==> src/rtl/ivt_pkg.sv <==
package ivt_pkg;

    localparam int unsigned ADDR_W = 3;

    typedef enum logic [ADDR_W-1:0] {
        A_CTRL    = 3'd0,
        A_MODE    = 3'd1,
        A_LOAD    = 3'd2,
        A_COUNT   = 3'd3,
        A_VALUE   = 3'd4,
        A_STAT    = 3'd5,
        A_LOADHI  = 3'd6,
        A_COUNTHI = 3'd7
    } addr_e;

    // bit 3 capture, bit 2 trigger gate, bit 1 up, bit 0 periodic
    typedef struct packed {
        logic snap;
        logic wot;
        logic up;
        logic periodic;
    } mode_t;

endpackage

==> src/rtl/ivt_half.sv <==
// One counter half: steps when carry-in is high, reports carry/borrow out.
module ivt_half #(
    parameter int unsigned W = 16
) (
    input  logic [W-1:0] val,
    input  logic         up,
    input  logic         cin,
    output logic [W-1:0] nxt,
    output logic         cout
);
    localparam logic [W-1:0] ONE = W'(1);

    always_comb begin
        cout = cin && (up ? (val == '1) : (val == '0));
        if (!cin)
            nxt = val;
        else if (up)
            nxt = val + ONE;
        else
            nxt = val - ONE;
    end
endmodule

==> src/rtl/ivt_rdmux.sv <==
module ivt_rdmux
    import ivt_pkg::*;
#(
    parameter int unsigned HALF_W = 16,
    parameter int unsigned CNT_W  = 32
) (
    input  logic [ADDR_W-1:0] addr,
    input  logic              en,
    input  logic [3:0]        mode,
    input  logic [CNT_W-1:0]  load,
    input  logic [CNT_W-1:0]  view,
    input  logic [CNT_W-1:0]  value,
    input  logic              flag,
    output logic [CNT_W-1:0]  rdata
);
    always_comb begin
        unique case (addr_e'(addr))
            A_CTRL:    rdata = CNT_W'(en);
            A_MODE:    rdata = CNT_W'(mode);
            A_LOAD:    rdata = load;
            A_COUNT:   rdata = view;
            A_VALUE:   rdata = value;
            A_STAT:    rdata = CNT_W'(flag);
            A_LOADHI:  rdata = CNT_W'(load[CNT_W-1 -: HALF_W]);
            A_COUNTHI: rdata = CNT_W'(view[CNT_W-1 -: HALF_W]);
            default:   rdata = '0;
        endcase
    end
endmodule

==> src/rtl/ivtimer.sv <==
module ivtimer
    import ivt_pkg::*;
#(
    parameter  int unsigned HALF_W     = 16,
    parameter  int unsigned NUM_HALVES = 2,
    localparam int unsigned CNT_W      = HALF_W * NUM_HALVES
) (
    input  logic              clk,
    input  logic              rst_n,
    input  logic              reg_wr,
    input  logic [ADDR_W-1:0] reg_addr,
    input  logic [CNT_W-1:0]  reg_wdata,
    output logic [CNT_W-1:0]  reg_rdata,
    input  logic              trig_in,
    output logic              timeout_pulse,
    output logic              irq
);
    typedef struct packed {
        logic             en;
        logic             started;
        logic             trig_s;
        mode_t            mode;
        logic [CNT_W-1:0] load;
        logic [CNT_W-1:0] cnt;
        logic [CNT_W-1:0] snap;
        logic             flag;
        logic             pulse;
    } state_t;

    state_t s_d, s_q;

    addr_e            addr;
    logic             go;
    logic             tout;
    logic             init;
    logic [NUM_HALVES:0] carry;
    logic [CNT_W-1:0] stepped;
    logic [CNT_W-1:0] count_view;

    assign addr = addr_e'(reg_addr);

    // counting is allowed when running and either ungated, already started,
    // or the registered trigger is high this cycle
    assign go = s_q.en && (!s_q.mode.wot || s_q.started || s_q.trig_s);

    assign carry[0] = go;
    for (genvar g = 0; g < NUM_HALVES; g++) begin : g_half
        ivt_half #(.W(HALF_W)) u_half (
            .val  (s_q.cnt[g*HALF_W +: HALF_W]),
            .up   (s_q.mode.up),
            .cin  (carry[g]),
            .nxt  (stepped[g*HALF_W +: HALF_W]),
            .cout (carry[g+1])
        );
    end

    // down: borrow out of the top half means the count sat at zero
    assign tout = s_q.mode.up ? (go && (s_q.cnt == s_q.load)) : carry[NUM_HALVES];

    assign init = reg_wr && !s_q.en &&
                  (addr == A_MODE || addr == A_LOAD || addr == A_LOADHI);

    always_comb begin
        s_d        = s_q;
        s_d.pulse  = 1'b0;
        s_d.trig_s = trig_in;

        if (go)
            s_d.cnt = stepped;

        if (tout) begin
            s_d.cnt   = s_q.mode.up ? '0 : s_q.load;
            s_d.pulse = 1'b1;
            if (!s_q.mode.periodic)
                s_d.en = 1'b0;
            else if (s_q.mode.snap)
                s_d.snap = s_q.cnt;
        end

        if (reg_wr && addr == A_STAT && reg_wdata[0])
            s_d.flag = 1'b0;
        if (tout)
            s_d.flag = 1'b1;

        if (reg_wr) begin
            unique case (addr)
                A_CTRL:   s_d.en   = reg_wdata[0];
                A_MODE:   s_d.mode = mode_t'(reg_wdata[3:0]);
                A_LOAD:   s_d.load = reg_wdata;
                A_LOADHI: s_d.load[CNT_W-1 -: HALF_W] = reg_wdata[HALF_W-1:0];
                default: ;
            endcase
        end

        if (init)
            s_d.cnt = s_d.mode.up ? '0 : s_d.load;

        s_d.started = s_d.en && s_q.en &&
                      (s_q.started || (s_q.mode.wot && s_q.trig_s));
    end

    always_ff @(posedge clk) begin
        if (!rst_n)
            s_q <= '0;
        else
            s_q <= s_d;
    end

    assign count_view    = (s_q.mode.periodic && s_q.mode.snap) ? s_q.snap : s_q.cnt;
    assign timeout_pulse = s_q.pulse;
    assign irq           = s_q.flag;

    ivt_rdmux #(.HALF_W(HALF_W), .CNT_W(CNT_W)) u_rdmux (
        .addr  (reg_addr),
        .en    (s_q.en),
        .mode  (s_q.mode),
        .load  (s_q.load),
        .view  (count_view),
        .value (s_q.cnt),
        .flag  (s_q.flag),
        .rdata (reg_rdata)
    );
endmodule

==> config.mk <==
export PLATFORM = sky130hd
export DESIGN_NAME = ivtimer
export DESIGN_NICKNAME = d
export VERILOG_FILES = /design/src/rtl/ivt_pkg.sv /design/src/rtl/ivt_half.sv /design/src/rtl/ivt_rdmux.sv /design/src/rtl/ivtimer.sv
export SDC_FILE = /design/constraint.sdc
export NUM_CORES = 1
export LEC_CHECK = 0
export BUFFER_PORTS_ARGS = -buffer_cell sky130_fd_sc_hd__clkbuf_2
export CORE_MARGIN = 2
export CORE_UTILIZATION = 30
export DETAILED_ROUTE_END_ITERATION = 10
export PLACE_DENSITY = 0.53
export SLEW_MARGIN = 25
export SYNTH_ARGS = -nofsm -noshare
export SYNTH_HDL_FRONTEND = slang
export SYNTH_HIERARCHICAL = 1
export SYNTH_SLANG_ARGS = --single-unit
==> constraint.sdc <==
create_clock -name clk -period 4.2 [get_ports clk]
set_input_delay 0.42 -clock clk [delete_from_list [all_inputs] [get_ports clk]]
set_output_delay 0.42 -clock clk [all_outputs]
set_load 0.01 [all_outputs]
* Word level (Yosys, flattened, before mapping)
Cells that the tools add are included.
** Operators by class
- Add/subtract/negate cells :: 4
- Eq/ne operators :: 10
- Muxes and demuxes :: 26
- Reductions and logical operators :: 28
** Operators by type and width (count)
- $pmux 32 s8 :: 1
- $mux 32 :: 7
- $mux 16 :: 4
- $mux 64 :: 1
- $mux 34 :: 1
- $add 16x1->16 const B :: 2
- $eq 16x16->1 const B :: 2
- $eq 32x32->1 :: 1
- $logic_not 16->1 :: 2
- $pmux 16 s2 :: 1
- $sub 16x1->16 const B :: 2
- $eq 3x3->1 const B :: 4
- $logic_and 1x1->1 :: 12
- $mux 1 :: 10
- $eq 3x2->1 const B :: 2
- $reduce_bool 3->1 :: 2
- $logic_or 1x1->1 :: 5
- $reduce_and 2->1 :: 2
- $eq 3x1->1 const B :: 1
- $logic_not 3->1 :: 1
- $reduce_and 3->1 :: 1
- $logic_not 1->1 :: 2
- $mux 2 :: 1
- $reduce_bool 2->1 :: 1
** Storage, ports and cells
- Register bits :: 105
- Bits of input ports :: 39
- Output and inout port bits :: 34
- Logic and storage cells :: 81

* Depth between registers and ports, before layout
- Word-level depth :: 12
- Mapped depth :: 16
- Depth with buffers taken out :: 12

* Modules after synthesis
Netlist, hierarchy kept.
** Modules (own cells, without submodules)
- ivtimer :: times used 1, cells each 742, area an instance 5532.8 µm², sequential area each 2102.0 µm²
- ivt_half :: times used 2, cells each 126, area an instance 999.7 µm², sequential area each 0.0 µm²
- ivt_rdmux :: times used 1, cells each 149, area an instance 1049.8 µm², sequential area each 0.0 µm²

* Worst setup path after synthesis
Ideal clock, no wire load.
- Path kind :: register to register
- Start :: register s_q[100] (netlist name)
- End :: register s_q[40] (netlist name)
- Setup time :: 0.123 ns
- Arrival time :: 3.066 ns
- Required time :: 4.077 ns
- Path slack :: 1.011 ns
- Cell stages (with the launch flop) :: 17
- Path buffers :: 4
- Period minus slack after synthesis :: 3.189 ns
- Cells stage by stage :: dfxtp_1 inv_2 o31ai_2 clkbuf_1 inv_1 clkbuf_1 inv_1 nor2_1 clkbuf_1 inv_1 nor2_1 nand2b_1 mux2i_2 a41o_2 buf_2 a22oi_1 a21oi_1
** On the way
- Cells in the longest elaborated chain, start to end :: 9
- Elaborated cells between the ends (all ways) :: 11
- Classes of those cells :: mux (3); reduce/logical (8)
** RTL lines
- start: declaration :: line ivtimer.sv:30 : state_t s_d, s_q;
- start signal: assignment :: line ivtimer.sv:104 : s_q <= '0;
- start signal: assignment :: line ivtimer.sv:106 : s_q <= s_d;
- $logic_not 1->1 (*) :: line ivtimer.sv:44 : assign go = s_q.en && (!s_q.mode.wot || s_q.started || s_q.trig_s);
- $logic_or 1x1->1 (*) (2 in series) :: line ivtimer.sv:44
- $logic_and 1x1->1 (*) :: line ivtimer.sv:44
- named net carry[0] :: line ivtimer.sv:36 : logic [NUM_HALVES:0] carry;
- $logic_and 1x1->1 (*) :: line ivt_half.sv:14 : cout = cin && (up ? (val == '1) : (val == '0));
- named net carry[1] :: line ivtimer.sv:36
- $logic_and 1x1->1 (*) :: line ivt_half.sv:14
- named net carry[2] :: line ivtimer.sv:36
- $mux 1 (*) :: line ivtimer.sv:58 : assign tout = s_q.mode.up ? (go && (s_q.cnt == s_q.load)) : carry[NUM_HALVES];
- $mux 64 :: line ivtimer.sv:71 : if (tout) begin
- $mux 32 :: line ivtimer.sv:95 : if (init)
Mark *: on every way through the listed nets, which the timed path passes. The rest lies on a longest branch.
A chain may end at the register's enable or synchronous reset.

* Worst setup path in the final report
- Start :: register s_q[99] (netlist name)
- End :: register s_q[49] (netlist name)
** On the way
- Elaborated cells between the ends (all ways) :: 14
- Classes of those cells :: mux (11); reduce/logical (3)
** RTL lines
- $mux 16 :: line ivt_half.sv:17 : else if (up)
- named net stepped[15] :: line ivtimer.sv:37 : logic [CNT_W-1:0] stepped;
- $mux 32 :: line ivtimer.sv:68 : if (go)
- $mux 64 :: line ivtimer.sv:71
- $mux 32 :: line ivtimer.sv:95
The timed path passes the listed nets, and every way through them passes these cells. The select of a mux whose other input is x is not followed.

==> out/metrics.cfg <==
[cells_and_area]
finalNetCount=1245
drive_gt1_share_pct=15.2
fin_cells=1559
finish.utilization_pct=34.1
area_delta_synth_final_pct=11.4
n_antenna_cell=0
nFillCells=3027

[min_path]
hp-start=reg_wdata[4]
min_path_type=in2reg
hold_path_depth=3
min_to=s_q[70]$_SDFF_PN0_

[floorplan]
die_x_um=173
rows=61
die_area_um2=30000
initial_utilization_pct=30.6
die_y_um=173
pin_count=73
coreArea_um2=28000

[synth]
syn_nets=1212
ys_types=75
async_flop_share_pct=0
synth_compound_area_share_pct=26.8
synth_top_family_by_area=compound AO/OA/AOI/OAI gates
synthXorXnorAreaFrac_pct=5.31
synthMuxAreaShare_pct=8.98
yosysMostFrequentCell=nand2_1
synth_enable_flop_cells=0
ys_ff_latch=105
synth_adder_area_share_pct=4.55
synth_area_leader_cell=dfxtp_1
synthTopCellsByArea=dfxtp_1, nand2_1, a21oi_1, mux2i_1, ha_1
syn_avg_cell_area_um2=7.51
yosysWarnings=6
syn_inst=1143
yosysTopAreaCellShare_pct=24.5
netlist_area_um2=8580
yosys-top-cells-count=nand2_1, a21oi_1, dfxtp_1
yosys.area_share.simple_pct=24.1
ys_seq_area_share_pct=24.5
synthFlopType=dfxtp_1

[cts]
postCtsResizedCells=0
numCtsBuffers=9
clockRootBuffer=clkbuf_16
hold_buffers=0
htree_levels=3
clock_sinks=105
clk_pin_slew_ns=0.08
cts_tree=built
cts_buffer_depth=2
postCtsSetupBuffers=0
clock_latency_ns=0.37

[timing]
max_slew.worst_pin.slew_ns=1.06
max_freq_ghz=0.292
fin_crit_sh_pct=81.7
period_minus_slack_ns=3.43
skew_ns=0.0160
slew_violations=0
finalSetupViolations=0
rsz0062_at_grt=false
finalHoldViolCount=0
final.setup.tns_ns=0
max-slew-margin-rel_pct=29.1

[placement]
place_hpwl_mm=24.2
routabilityCongestion=0.898
post-place-cells=1543
port_buffers=72

[setup_path]
r2r_end=s_q[49]$_SDFFE_PN0P_
arrival_ns=3.72
r2r_slack_ns=0.77
r2r-start=s_q[99]$_SDFF_PN0_
cp.required_ns=4.49
end_kind=flip-flop
path_class=reg2reg
r2r_cells=11
path_max_fanout=15
critPathLaunchType=flip-flop

[global_route]
antenna_found_initial=0
grt_first_pass_wirelength_mm=51.4
grt_usage_pct=22.0
grt_max_degree=61
grt_remaining_overflow=0
grt_pass1_vias=8188

[drt]
finalWirelength_mm=33.8
vias_per_cell=5.72
vias=8910
wl_per_cell_um=21.7
drc_errors=0
ant_nets=0
drt_iter0_drc=952
firstDrtPassIters=8

[job]
max_cap_viol_count=0

[power_and_ir_drop]
ir_drop_mv=0.208
power_per_cell_area_nw_per_um2=303
power_w=0.00290
p_leak_nw=4.08

[outcome]
status=finished clean

==> worst max-delay path by stage <==
stage                     startpoint                    to  slack [ns]  cells after the start
2_1_floorplan  s_q[100]$_SDFFE_PN0P_  s_q[40]$_SDFFE_PN0P_        1.01                     16
3_3_place_gp      s_q[99]$_SDFF_PN0_  s_q[49]$_SDFFE_PN0P_        0.86                     11
3_5_place_dp      s_q[99]$_SDFF_PN0_  s_q[49]$_SDFFE_PN0P_        0.83                     11
4_1_cts           s_q[99]$_SDFF_PN0_  s_q[49]$_SDFFE_PN0P_        0.79                     11
5_1_grt           s_q[99]$_SDFF_PN0_  s_q[49]$_SDFFE_PN0P_        0.55                     11
6_report          s_q[99]$_SDFF_PN0_  s_q[49]$_SDFFE_PN0P_        0.77                     11
==> area by class of cell <==
type	count	area, um^2	area share (%)
clock buffers	9	225	2.35
well taps	378	473	4.95
flip-flops and latches	105	2100	22.0
multi-input cells	935	6000	62.7
inverters	20	75.1	0.785
repair buffers	105	608	6.36
clock inverters	7	80.1	0.837
==> stage by stage <==
stage | setup slack, ns | cell area, um^2 | hold WS [ns]
finish | 0.770 | 9560 | 0.321
global route | 0.548 | 9560 | 0.336
CTS | 0.795 | 9560 | 0.322
detailed placement | 0.831 | 9260 | 0.472
global placement | 0.862 | 9260 | 0.464
floorplan | 1.01 | 8580 | 0.459
==> cell usage in the layout, fill, tap and decap left out, types with 26 or more instances in the layout <==
master and n:
a21oi_1 106, buf_4 33, clkbuf_2 72, dfxtp_1 105
ha_1 28, mux2i_1 49, nand2_1 188, nand3_1 46
nor2_1 71, o21ai_0 54, o21ai_1 37, or3_1 32
xnor2_1 26, xor2_1 26
==> logic make-up (layout without fill, tap and decap cells) <==
logic type | after synthesis | count (layout)
and+or+nand+nor | 434 | 434
AOI/OAI and AO/OA | 346 | 346
DFF | 105 | 105
buffers and inverters | 103 | 141
muxes | 73 | 73
xor gates and xnor gates | 52 | 52
adders and majority gates | 30 | 30
==> worst max-delay path, stage by stage, from the launching register on <==
cell and delay [ns]:
dfxtp_1 0.55, inv_1 0.39, ha_1 0.43, a211oi_2 0.26, o21ai_2 0.12, o221a_4 0.26, a311oi_2 0.41, mux2i_1 0.26
xor2_1 0.16, nor2_1 0.06, or3_1 0.32, a21oi_1 0.14
==> layer usage <==
| metal | share of wire [%] | global-route usage [%] |
|---|---|---|
| met4 | 4.3 | 9.11 |
| met1 | 44 | 29.6 |
| met5 | 0 | 0 |
| met3 | 5.7 | 2.77 |
| met2 | 46 | 35.6 |
==> power breakdown <==
part           switching (W)  internal (W)  leakage (nW)
clock               0.000448      0.000471         0.148
sequential         0.0000850       0.00103         0.853
combinational       0.000507      0.000361          3.07
total                0.00104       0.00186          4.08
==> sequential cells by signal, indices dropped and copies added, names as in the netlist <==
name,count
s_q,103
timeout_pulse,1
irq,1
(Power assumes the default switching activity.)
